**src/rtl/fg_pkg.sv**
```systemverilog
package fg_pkg;
    localparam int unsigned WORD_W = 16;

    typedef enum logic {
        ST_CD = 1'b0,
        ST_CI = 1'b1
    } chg_state_e;

    localparam int unsigned BIT_DSG      = 6;
    localparam int unsigned BIT_TIME_ALM = 8;
    localparam int unsigned BIT_CAP_ALM  = 9;
    localparam int unsigned BIT_TDA      = 11;

    localparam logic [7:0] CMD_CAP_THR  = 8'h01;
    localparam logic [7:0] CMD_TIME_THR = 8'h02;
endpackage

```
**src/rtl/fg_persist.sv**
```systemverilog
module fg_persist #(
    parameter int CNT_W = 4
) (
    input  logic             clk,
    input  logic             rst_n,
    input  logic             tick,
    input  logic             cond,
    input  logic [CNT_W-1:0] limit,
    output logic             hit
);
    typedef struct packed {
        logic [CNT_W-1:0] cnt;
    } pst_t;

    pst_t           st_d, st_q;
    logic [CNT_W:0] inc;

    always_comb begin
        st_d = st_q;
        inc  = {1'b0, st_q.cnt} + 1'b1;
        hit  = tick && cond && (inc >= {1'b0, limit});
        if (tick) begin
            if (!cond || hit) st_d.cnt = '0;
            else              st_d.cnt = inc[CNT_W-1:0];
        end
    end

    always_ff @(posedge clk or negedge rst_n) begin
        if (!rst_n) st_q <= '0;
        else        st_q <= st_d;
    end
endmodule

```
**src/rtl/fg_accum.sv**
```systemverilog
module fg_accum #(
    parameter int CAP_W  = 24,
    parameter int TERM_W = 16,
    parameter int RATE_W = 8
) (
    input  logic                    clk,
    input  logic                    rst_n,
    input  logic                    tick,
    input  logic                    zero_req,
    input  logic signed [CAP_W-1:0] meas,
    input  logic [TERM_W-1:0]       cur_err,
    input  logic [RATE_W-1:0]       drain,
    input  logic [RATE_W-1:0]       period,
    input  logic [TERM_W-1:0]       sd_amt,
    input  logic [TERM_W-1:0]       sd_err,
    input  logic [CAP_W-1:0]        full_cap,
    output logic [CAP_W-1:0]        cap_q_o,
    output logic [CAP_W-1:0]        err_q_o,
    output logic [CAP_W-1:0]        cap_next
);
    localparam int SUM_W  = CAP_W + 3;
    localparam int PROD_W = 2 * RATE_W;

    typedef struct packed {
        logic [CAP_W-1:0] cap;
        logic [CAP_W-1:0] err;
    } acc_t;

    acc_t                    st_d, st_q;
    logic [PROD_W-1:0]       drain_chg;
    logic signed [SUM_W-1:0] delta, sum;
    logic [CAP_W:0]          esum;

    function automatic logic signed [SUM_W-1:0] ext_t(input logic [TERM_W-1:0] v);
        return $signed({{(SUM_W-TERM_W){1'b0}}, v});
    endfunction

    function automatic logic signed [SUM_W-1:0] ext_p(input logic [PROD_W-1:0] v);
        return $signed({{(SUM_W-PROD_W){1'b0}}, v});
    endfunction

    always_comb begin
        st_d      = st_q;
        drain_chg = {{RATE_W{1'b0}}, drain} * {{RATE_W{1'b0}}, period};
        delta     = SUM_W'(meas) - ext_t(cur_err) - ext_p(drain_chg)
                  - ext_t(sd_amt) - ext_t(sd_err);
        sum       = $signed({3'b000, st_q.cap}) + delta;
        esum      = {1'b0, st_q.err} + (CAP_W+1)'(cur_err) + (CAP_W+1)'(sd_err);
        if (tick) begin
            if (sum < 0)
                st_d.cap = '0;
            else if (sum > $signed({3'b000, full_cap}))
                st_d.cap = full_cap;
            else
                st_d.cap = sum[CAP_W-1:0];
            st_d.err = esum[CAP_W] ? {CAP_W{1'b1}} : esum[CAP_W-1:0];
        end
        if (zero_req) st_d.cap = '0;
        cap_next = st_d.cap;
    end

    always_ff @(posedge clk or negedge rst_n) begin
        if (!rst_n) st_q <= '0;
        else        st_q <= st_d;
    end

    assign cap_q_o = st_q.cap;
    assign err_q_o = st_q.err;
endmodule

```
**src/rtl/fg_core.sv**
```systemverilog
module fg_core #(
    parameter int CAP_W  = 24,
    parameter int TERM_W = 16,
    parameter int RATE_W = 8,
    parameter int CNT_W  = 4,
    parameter int VOLT_W = 16,
    parameter int CUR_W  = 16
) (
    input  logic                    clk,
    input  logic                    rst_n,
    input  logic                    period_tick,
    input  logic signed [CAP_W-1:0] meas_charge,
    input  logic [TERM_W-1:0]       cur_err,
    input  logic [RATE_W-1:0]       chip_drain,
    input  logic [RATE_W-1:0]       period_len,
    input  logic [TERM_W-1:0]       self_dis,
    input  logic [TERM_W-1:0]       self_dis_err,
    input  logic [CAP_W-1:0]        full_cap,
    input  logic signed [CUR_W-1:0] cur_ma,
    input  logic [CUR_W-1:0]        null_curr,
    input  logic [CNT_W-1:0]        n_change,
    input  logic [VOLT_W-1:0]       cell_mv,
    input  logic [VOLT_W-1:0]       eod_mv,
    input  logic [CNT_W-1:0]        eod_recheck,
    input  logic [15:0]             rem_time,
    input  logic                    cmd_we,
    input  logic [7:0]              cmd_code,
    input  logic [15:0]             cmd_data,
    input  logic                    zero_req,
    output logic [CAP_W-1:0]        rem_cap,
    output logic [CAP_W-1:0]        max_err,
    output logic [15:0]             status
);
    import fg_pkg::*;

    typedef struct packed {
        chg_state_e        chg;
        logic              tda;
        logic              cap_alm;
        logic              time_alm;
        logic [WORD_W-1:0] thr_cap;
        logic [WORD_W-1:0] thr_time;
    } core_t;

    core_t            st_d, st_q;
    logic             ci_cond, flip_cond, flip_hit, low_v, eod_hit;
    logic [CAP_W-1:0] cap_next;

    assign ci_cond   = $signed({cur_ma[CUR_W-1], cur_ma}) > $signed({1'b0, null_curr});
    assign flip_cond = ci_cond != (st_q.chg == ST_CI);
    assign low_v     = cell_mv < eod_mv;

    fg_persist #(.CNT_W(CNT_W)) u_flip (
        .clk(clk), .rst_n(rst_n), .tick(period_tick),
        .cond(flip_cond), .limit(n_change), .hit(flip_hit)
    );

    fg_persist #(.CNT_W(CNT_W)) u_eod (
        .clk(clk), .rst_n(rst_n), .tick(period_tick),
        .cond(low_v), .limit(eod_recheck), .hit(eod_hit)
    );

    fg_accum #(.CAP_W(CAP_W), .TERM_W(TERM_W), .RATE_W(RATE_W)) u_acc (
        .clk(clk), .rst_n(rst_n), .tick(period_tick), .zero_req(zero_req),
        .meas(meas_charge), .cur_err(cur_err), .drain(chip_drain),
        .period(period_len), .sd_amt(self_dis), .sd_err(self_dis_err),
        .full_cap(full_cap), .cap_q_o(rem_cap), .err_q_o(max_err),
        .cap_next(cap_next)
    );

    always_comb begin
        st_d = st_q;
        if (cmd_we) begin
            case (cmd_code)
                CMD_CAP_THR:  st_d.thr_cap  = cmd_data;
                CMD_TIME_THR: st_d.thr_time = cmd_data;
                default: ;
            endcase
        end
        if (period_tick) begin
            if (flip_hit)
                st_d.chg = (st_q.chg == ST_CI) ? ST_CD : ST_CI;
            st_d.tda      = (st_d.chg == ST_CI) ? 1'b0 : (st_q.tda | eod_hit);
            st_d.cap_alm  = (st_q.thr_cap != '0) && (cap_next < CAP_W'(st_q.thr_cap));
            st_d.time_alm = (st_q.thr_time != '0) && (rem_time < st_q.thr_time);
        end
    end

    always_ff @(posedge clk or negedge rst_n) begin
        if (!rst_n) begin
            st_q     <= '0;
            st_q.chg <= ST_CD;
        end else begin
            st_q <= st_d;
        end
    end

    always_comb begin
        status               = '0;
        status[BIT_DSG]      = (st_q.chg == ST_CD);
        status[BIT_TIME_ALM] = st_q.time_alm;
        status[BIT_CAP_ALM]  = st_q.cap_alm;
        status[BIT_TDA]      = st_q.tda;
    end
endmodule

```
**config.mk**
```make
export PLATFORM = sky130hd
export DESIGN_NAME = fg_core
export DESIGN_NICKNAME = d
export VERILOG_FILES = /design/src/rtl/fg_pkg.sv /design/src/rtl/fg_persist.sv /design/src/rtl/fg_accum.sv /design/src/rtl/fg_core.sv
export SDC_FILE = /design/constraint.sdc
export NUM_CORES = 1
export LEC_CHECK = 0
export ABC_AREA = 1
export BUFFER_PORTS_ARGS = -buffer_cell sky130_fd_sc_hd__buf_2
export CORE_MARGIN = 3
export CORE_UTILIZATION = 31
export DETAILED_ROUTE_END_ITERATION = 7
export PLACE_DENSITY_LB_ADDON = 0.05
export SLEW_MARGIN = 25
export SYNTH_ARGS = -nofsm -noshare
export SYNTH_HDL_FRONTEND = slang
export SYNTH_SLANG_ARGS = --single-unit
```
**constraint.sdc**
```tcl
create_clock -name clk -period 7.63 [get_ports clk]
set_input_delay 2.289 -clock clk [delete_from_list [all_inputs] [get_ports clk]]
set_output_delay 2.289 -clock clk [all_outputs]
set_load 0.05 [all_outputs]
```
Yosys cells after proc, flatten, opt, wreduce, memory -nomap -nowiden
Index checks and enable logic that the tools add are counted.
{"block": "totals", "reg_bits": 92, "output_inout_bits": 64, "wordCells": 58}
{"block": "op_classes", "add_sub_neg": 9, "multipliers": 1, "n_lt_le_gt_ge": 8, "n_eq_ne": 3, "muxes": 11, "bitwise_logic": 2, "reduce_logical": 14}
{"operator": "24-bit two-way mux", "count": 4}
{"operator": "27-bit by 17-bit subtractor with 27-bit output", "count": 3}
{"operator": "48-bit two-way mux", "count": 1}
{"operator": "16-bit < comparator", "count": 2}
{"operator": "16-bit nonzero test", "count": 2}
{"operator": "25-bit by 27-bit adder with 27-bit output", "count": 1}
{"operator": "27-bit by 25-bit greater-than comparator with 1-bit output", "count": 1}
{"operator": "27-bit by 1-bit < comparator with 1-bit output, second input constant", "count": 1}
{"operator": "24-bit by 16-bit adder with 25-bit output", "count": 1}
{"operator": "25-bit by 16-bit adder with 25-bit output", "count": 1}
{"operator": "24-bit by 17-bit subtractor with 25-bit output", "count": 1}
{"operator": "24-bit by 16-bit < comparator with 1-bit output", "count": 1}
{"operator": "16-bit by 17-bit greater-than comparator with 1-bit output", "count": 1}
{"operator": "8-bit by 8-bit multiplier with 16-bit output", "count": 1}
{"operator": "4-bit by 1-bit adder with 5-bit output, second input constant", "count": 2}
{"operator": "5-bit by 4-bit greater-or-equal comparator with 1-bit output", "count": 2}
{"operator": "8-bit by 1-bit equality test with 1-bit output, second input constant", "count": 1}
{"operator": "8-bit by 2-bit equality test with 1-bit output, second input constant", "count": 1}
{"operator": "4-bit two-way mux", "count": 2}
{"operator": "1-bit logical AND", "count": 6}
{"operator": "1-bit two-way mux", "count": 4}
{"operator": "2-bit AND reduction", "count": 2}
{"operator": "1-bit logical NOT", "count": 2}
{"operator": "1-bit logical OR", "count": 2}
{"operator": "other kinds (3)", "count": 3}

Logic depth before layout (Yosys ltp)
Gate-level depths: netlist of the first run.
{"block": "depth", "word_depth": 12, "ltp_mapped": 66, "mapped_depth_nobuf": 64}

Modules after synthesis
A second synthesis of the first run with hierarchy kept.
{"block": "unflattened", "hier_cells": 1855, "hier_area_um2": 13718.2}
{"mod": "fg_accum", "instances": 1, "cells_each": 1312, "area_per_inst_um2": 9723.1}
{"mod": "fg_core", "instances": 1, "cells_each": 453, "area_per_inst_um2": 3347.0}
{"mod": "fg_persist", "instances": 2, "cells_each": 45, "area_per_inst_um2": 324.1}

Worst setup path before layout of the first run
Ideal clock, no wire load.
{"block": "synth_timing", "kind": "in2reg", "from": "input port chip_drain[1]", "to": "register st_q (netlist bit status[9])", "setup_time_ns": 0.066, "arrival_ns": 11.873, "required_ns": 7.564, "setup_slack_ns": -4.309, "cell_stages": 66, "path_buffers": 2, "path_cell_list": "clkbuf_1 -> nand2_1 -> inv_1 -> fa_1 -> fa_1 -> inv_1 -> fa_1 -> fa_1 -> inv_1 -> ha_1 -> nand3_1 -> nand2_1 -> a21oi_1 -> o21bai_1 -> a21oi_1 -> o21ai_0 -> a21o_1 -> a21oi_1 -> [30 not listed] -> nand2_1 -> nand2_4 -> nand2_2 -> inv_2 -> buf_2 -> nand2_1 -> o211ai_1 -> a21oi_1 -> ha_1 -> a21oi_1 -> o21ai_0 -> a21oi_1 -> o2111ai_1 -> nor2_1 -> nand3_1 -> nor2_1 -> nand2_1 -> nand2_1"}
{"block": "synth_via", "elab_chain_len": 12, "elab_cells_between_ends": 13, "cone_classes": "4 x add/sub; 1 x mul; 3 x order compare; 4 x mux; 1 x reduce/logical"}
{"item": "start: declaration", "line": "fg_core.sv:14", "source": "input logic [RATE_W-1:0] chip_drain,"}
{"item": "8-bit by 8-bit multiplier with 16-bit output (*)", "line": "fg_accum.sv:44", "source": "drain_chg = {{RATE_W{1'b0}}, drain} * {{RATE_W{1'b0}}, period};"}
{"item": "27-bit by 17-bit subtractor with 27-bit output (*)", "line": "fg_accum.sv:45", "source": "delta = SUM_W'(meas) - ext_t(cur_err) - ext_p(drain_chg)"}
{"item": "27-bit by 17-bit subtractor with 27-bit output (*) (2 in series)", "line": "fg_accum.sv:46", "source": "- ext_t(sd_amt) - ext_t(sd_err);"}
{"item": "25-bit by 27-bit adder with 27-bit output (*)", "line": "fg_accum.sv:47", "source": "sum = $signed({3'b000, st_q.cap}) + delta;"}
{"item": "27-bit by 25-bit greater-than comparator with 1-bit output", "line": "fg_accum.sv:52", "source": "else if (sum > $signed({3'b000, full_cap}))"}
{"item": "24-bit two-way mux", "line": "fg_accum.sv:52"}
{"item": "24-bit two-way mux (*)", "line": "fg_accum.sv:50", "source": "if (sum < 0)"}
{"item": "48-bit two-way mux (*)", "line": "fg_accum.sv:49", "source": "if (tick) begin"}
{"item": "24-bit two-way mux (*)", "line": "fg_accum.sv:58", "source": "if (zero_req) st_d.cap = '0;"}
{"item": "named net cap_next[9]", "line": "fg_core.sv:47", "source": "logic [CAP_W-1:0] cap_next;"}
{"item": "24-bit by 16-bit < comparator with 1-bit output (*)", "line": "fg_core.sv:84", "source": "st_d.cap_alm = (st_q.thr_cap != '0) && (cap_next < CAP_W'(st_q.thr_cap));"}
{"item": "1-bit logical AND (*)", "line": "fg_core.sv:84"}
{"item": "end signal: assignment", "line": "fg_core.sv:94", "source": "st_q <= st_d;"}
{"item": "end: declaration", "line": "fg_core.sv:45", "source": "core_t st_d, st_q;"}
Mark *: on every way through the listed nets, which the timed path passes. The rest lies on a longest branch.
A chain may end at the register's enable or synchronous reset.

Worst setup path after layout of the first run
{"block": "layout_timing", "from": "input port period_len[2]", "to": "register st_q (netlist bit status[9])"}
{"block": "layout_via", "elab_chain_len": 12, "elab_cells_between_ends": 13, "cone_classes": "4 x add/sub; 1 x mul; 3 x order compare; 4 x mux; 1 x reduce/logical"}
{"item": "start: declaration", "line": "fg_core.sv:15", "source": "input logic [RATE_W-1:0] period_len,"}
{"item": "8-bit by 8-bit multiplier with 16-bit output (*)", "line": "fg_accum.sv:44"}
{"item": "27-bit by 17-bit subtractor with 27-bit output (*)", "line": "fg_accum.sv:45"}
{"item": "27-bit by 17-bit subtractor with 27-bit output (*) (2 in series)", "line": "fg_accum.sv:46"}
{"item": "25-bit by 27-bit adder with 27-bit output (*)", "line": "fg_accum.sv:47"}
{"item": "27-bit by 25-bit greater-than comparator with 1-bit output", "line": "fg_accum.sv:52"}
{"item": "24-bit two-way mux", "line": "fg_accum.sv:52"}
{"item": "24-bit two-way mux (*)", "line": "fg_accum.sv:50"}
{"item": "48-bit two-way mux (*)", "line": "fg_accum.sv:49"}
{"item": "24-bit two-way mux (*)", "line": "fg_accum.sv:58"}
{"item": "named net cap_next[9]", "line": "fg_core.sv:47"}
{"item": "24-bit by 16-bit < comparator with 1-bit output (*)", "line": "fg_core.sv:84"}
{"item": "1-bit logical AND (*)", "line": "fg_core.sv:84"}
Marked as above.

==> flow_summary.ini, run 1 <==
[status]
outcome = complete, but fails checks
violations = setup timing

[grt]
overflow = 0
track_usage_pct = 19.9
grt_pass1_wl_um = 69900
grt_max_degree = 51
first_global_vias = 13200
grt_antenna_before_repair = 1

[die]
floorplan.rows = 75
start_util_pct = 31.6
die_height_um = 213
design.core.area_um2 = 42200
dieArea_um2 = 45600
pin_count = 293
die_w_um = 213

[detailed_routing]
drt_iter0_markers = 490
wl_um = 44300
routedWlPerCell_um = 15.6
vias_per_cell = 4.48
num_vias = 12700
drt-pass1-iter-count = 5
drc = 0
ant_nets = 0

[timing]
slew_headroom_pct = 35.9
finalCritPeriodShare_pct = 149
skew_ns = 0.0171
worst_pin_slew_ns = 0.951
fin_setup_tns_ns = -72.99
period_minus_slack_ns = 11.36
max_freq_mhz = 88.0
setup_violations = 25
rsz0062_at_grt = yes
hold_viol = 0
maxSlewViolCount = 0
setup_ws_ns = -3.73

[final_layout]
seq_area_um2 = 2300
antenna_cells = 0
syn_to_final_growth_pct = 36.9
fin_cells = 2836
nFillCells = 4467
drive_gt1_share_pct = 31.0
multi_input_area_um2 = 9780
nets = 2822

[clock_tree]
cts.clk_slew.worst_paths_ns = 0.09
cts_made_buffers = 9
clock_path_buffers = 2
ctsHoldBuffers = 0
cts_tree = done
cts-htree-levels = 3
cts_sinks = 92
cts-root-buf = clkbuf_16
insertion_delay_ns = 0.39

[setup_path]
critPathMaxStageDelay_ns = 0.54
cp.required_ns = 7.97
crit_path_max_fanout = 6
slowest_stage = fa_1
start_kind = input pin
cp.arrival_ns = 11.70
path_class = in2reg
cp_common_cell = fa_1
crit_path_end_kind = register

[yosys]
synth_area_um2 = 13300
synth_area_per_cell_um2 = 7.54
ys_warn_count = 0
async_reset_ff_share_pct = 100
synth-seq-area-share_pct = 17.3
ys_ff_latch = 92
synthDistinctLibCells = 59
netlist_instances = 1770
synth_edf_count = 0
synthFlopType = dfrtp_1

[placement]
io_buffers = 280
post-dp-hpwl_um = 38300
place_inst = 2792
place.gp.congestion = 0.852

[worst_hold_path]
min_path_type = reg2reg

[job]
drv_cap = 0
## cells by family after synthesis
kind of cell               Yosys count  synth area share, %
and+or+nand+nor                    539                 17.4
buffers and inverters              471                 13.8
adders and majority gates          301                 34.0
AOI/OAI and AO/OA                  289                 12.5
DFF                                 92                 17.3
xor gates and xnor gates            75                 4.92
muxes                                2                0.150
other                                1               0.0281
## sequential cells by signal, indices dropped and copies added, names as in the netlist
name	count
st_q	33
status	3
u_acc.cap_q_o	24
u_acc.err_q_o	24
u_eod.st_q	4
u_flip.st_q	4
## synthesized netlist by cell type, types with 3 or more instances
cell      instances  area, um2
xnor2_1          26        228
inv_1           411       1540
buf_2             6       30.0
clkbuf_1         28        105
or2_2             6       37.5
nor2_4            3       33.8
o31ai_1           3       22.5
nand3_1          49        245
o21ai_0          74        370
nand4_1          18        113
buf_4            15        113
xor2_1           49        429
nor2_1           77        289
nor4_1           11       68.8
nor3_1           12       60.1
o221ai_1          4       35.0
nand2_1         340       1280
a21oi_1         135        676
o21ai_1           8       40.0
fa_1            102       2040
nor2_2            3       18.8
o21bai_1          5       37.5
o21a_1            3       22.5
nand3b_1          4       30.0
dfrtp_1          92       2300
a21o_1           13       97.6
nand2_2           6       37.5
ha_1            199       2490
o211ai_1         14        105
a211oi_1          4       30.0
a31oi_1           6       37.5
inv_2             7       26.3
## placed cells by master, fill, tap and decap left out, types with 6 or more instances in the layout
| cell type | Yosys | final |
|---|---|---|
| xor2_1 | 49 | 46 |
| clkbuf_16 | 0 | 10 |
| conb_1 | 1 | 12 |
| o21ai_2 | 1 | 6 |
| ha_1 | 199 | 188 |
| nand4_1 | 18 | 18 |
| ha_4 | 0 | 9 |
| nand3_2 | 2 | 6 |
| nor4_1 | 11 | 11 |
| buf_4 | 15 | 261 |
| o21ai_1 | 8 | 10 |
| o21ai_0 | 74 | 67 |
| a21oi_1 | 135 | 108 |
| nand2_1 | 340 | 318 |
| xnor2_1 | 26 | 23 |
| dfrtp_1 | 92 | 92 |
| nor2_1 | 77 | 71 |
| inv_1 | 411 | 397 |
| nand2_2 | 6 | 22 |
| nor3_1 | 12 | 10 |
| a21o_1 | 13 | 13 |
| nor2_2 | 3 | 6 |
| o211ai_1 | 14 | 14 |
| nor2_4 | 3 | 6 |
| inv_2 | 7 | 20 |
| fa_1 | 102 | 99 |
| nand3_1 | 49 | 45 |
| a21oi_2 | 1 | 26 |
| buf_6 | 1 | 12 |
| buf_2 | 6 | 269 |
| nand2_4 | 1 | 6 |
## per-layer routing
layer	up-vias	part of all wire (%)	global-route usage [%]
li1	6595	-	-
met1	5892	47	26.6
met2	193	49	34.4
met3	37	3.2	2.78
met4	2	1.6	4.15
met5	-	0.029	0
## layout make-up
| class | instances | area share (%) |
|---|---|---|
| Multi-Input combinational cell | 1218 | 53.5 |
| Timing Repair Buffer | 550 | 19.7 |
| Sequential cell | 92 | 12.6 |
| Inverter | 420 | 8.70 |
| Tap cell | 539 | 3.69 |
| Clock buffer | 9 | 1.23 |
| Clock inverter | 7 | 0.561 |
| Timing Repair inverter | 1 | 0.0342 |
## worst max-delay path, delay by kind of cell
kind,cells,cell delay (ns)
adder cells (fa/ha/maj),11,4.57
buffers and inverters,12,0.89
XOR/XNOR,2,0.43
AO/OA/AOI/OAI,15,2.09
AND/OR/NAND/NOR,18,1.40
## repair_timing
item,4_1_cts,5_1_grt
pin swaps,69,60
setup endpoints to repair,25,25
cloned,1,1
gates resized for setup,65,70
buffers inserted,12,14
## per-stage QoR
stage | area [um2] | hold WS [ns] | utilization (%) | worst slack (ns)
after floorplan | 13600 | 0.450 | - | -3.79
after global placement | 17200 | 0.470 | 40.7 | -4.57
after detailed placement | 17200 | 0.476 | 40.7 | -4.64
after CTS | 17800 | 0.495 | 42.2 | -3.94
after global routing | 18300 | 0.530 | 43.3 | -4.23
final | 18300 | 0.488 | 43.3 | -3.73
## final timing paths
kind | start | endpoint | slack [ns] | depth (start not counted)
max | period_len[2] | status[9] | -3.73 | 58
min | status[8] | status[8] | 0.49 | 2
max reg2reg | u_acc.cap_q_o[10] | status[9] | 2.19 | 35
min reg2reg | status[8] | status[8] | 0.49 | 2
max in group asynchronous | rst_n | u_acc.err_q_o[14] | 4.53 | 2
min in group asynchronous | rst_n | st_q[13] | 1.95 | 1
Power of run 1 is not shown: default switching activity piles up to over one toggle a cycle in this logic, so the estimate is an artifact.
==> run 2, diff against run 1 <==
Settings changed: CORE_UTILIZATION 31 to 45.
==> run 2 against run 1 <==
  * The run still ends with setup timing left
  * Count of clock-buffer cells in the layout unchanged
  * Register-to-register slack got worse by 0.10 ns
  * Global-route usage increased by 5.2 points
  * Via count increased by 2.4%
  * Highest routed layer unchanged
==> flow_summary.ini, run 2 (synthesis gave the netlist of run 1 again) <==
[grt]
grt_antenna_before_repair = 1
overflow = 0
first_global_vias = 13100
grt_pass1_wl_um = 63500
track_usage_pct = 25.0
grt_max_degree = 53

[final_layout]
seq_area_um2 = 2300
nFillCells = 2736
drive_gt1_share_pct = 30.7
multi_input_area_um2 = 9790
fin_area_um2 = 18000
final_common_cell = inv_1
top_register = st_q
nets = 2807
antenna_cells = 0
final_cell_mix = inv_1, nand2_1, buf_2
largest_reg_flops = 33
final_util_pct = 62.1
syn_to_final_growth_pct = 34.6

[timing]
period_minus_slack_ns = 11.52
hold_viol = 0
slew_headroom_pct = 46.6
whs_ns = 0.496
worst_pin_slew_ns = 0.793
skew_ns = 0.0126
setup_violations = 25
rsz0062_at_grt = yes
maxSlewViolCount = 0
max_freq_mhz = 86.8
finalCritPeriodShare_pct = 151
setup_ws_ns = -3.89

[detailed_routing]
vias_per_cell = 4.88
drt_iter0_markers = 623
wl_um = 39800
ant_nets = 0
drt-pass1-iter-count = 5
drc = 0
num_vias = 13000
routedWlPerCell_um = 14.9

[placement]
placed_area_um2 = 16900
place.gp.congestion = 0.911
io_buffers = 280
post-dp-hpwl_um = 33600

[clock_tree]
cts-root-buf = clkbuf_16
cts_made_buffers = 9
clock_path_buffers = 2
cts_sinks = 92
cts_tree = done
cts.clk_slew.worst_paths_ns = 0.07
ctsHoldBuffers = 0
cts-htree-levels = 3
insertion_delay_ns = 0.36

[setup_path]
cp.arrival_ns = 11.81
crit_path_end_kind = register
slowest_stage = fa_1
critPathMaxStageDelay_ns = 0.51
path_class = in2reg
start_kind = input pin
cp.required_ns = 7.93
crit_path_max_fanout = 6

[die]
pin_count = 293
floorplan.rows = 62
design.core.area_um2 = 28900
die_height_um = 178
start_util_pct = 46.1
die_w_um = 178
dieArea_um2 = 31800

[worst_hold_path]
min_path_type = reg2reg

[status]
violations = setup timing
outcome = complete, but fails checks

[job]
drv_cap = 0
run 2: stage by stage:
stage / setup TNS (ns) / setup WS, ns / instances
final: -76.55 / -3.89 / 2666
after global routing: -88.10 / -4.43 / 2666
after CTS: -80.27 / -4.02 / 2659
after detailed placement: -88.58 / -4.44 / 2630
after global placement: -87.52 / -4.35 / 2630
after floorplan: -68.77 / -3.79 / 1781
run 2: path summary, 6_finish.rpt:
path	from	end	slack [ns]	cells after the start
max	chip_drain[1]	status[9]	-3.89	63
min	status[9]	status[9]	0.50	2
max reg2reg	u_acc.cap_q_o[11]	status[9]	2.09	36
min reg2reg	status[9]	status[9]	0.50	2
max in group asynchronous	rst_n	st_q[17]	4.55	2
min in group asynchronous	rst_n	u_acc.err_q_o[14]	1.93	1
run 2: layout make-up:
cell class / instances / area share [%]
inverter: 420 / 8.83
clock inverter: 7 / 0.495
timing repair inverter: 1 / 0.0348
sequential: 92 / 12.8
clock buffer: 9 / 1.25
multi-input combinational: 1218 / 54.5
tap: 384 / 2.68
timing repair buffer: 535 / 19.4
run 2: critical path, delay by kind of cell:
kind / cells / cell delay (ns)
and+or+nand+nor: 24 / 2.14
adders and majority gates: 11 / 4.30
AOI/OAI and AO/OA: 16 / 2.03
xor gates and xnor gates: 2 / 0.45
buffers and inverters: 10 / 0.60
run 2: per-layer routing:
metal  up-vias  part of all wire (%)  track usage, %
li1       6576                     -               -
met1      6061                    45            34.4
met2       331                    48            42.3
met3        50                   5.3            3.02
met4         2                   1.7            5.88
met5         -                 0.028               0
run 2: repair_timing:
| item | CTS | global route |
|---|---|---|
| gates resized for setup | 64 | 76 |
| pin swaps | 73 | 80 |
| endpoints found under the hold margin | 0 | 0 |
| buffers inserted | 11 | 8 |
| setup endpoints to repair | 25 | 25 |
| cloned | 2 | 0 |
Power of run 2 is left out for the same reason.
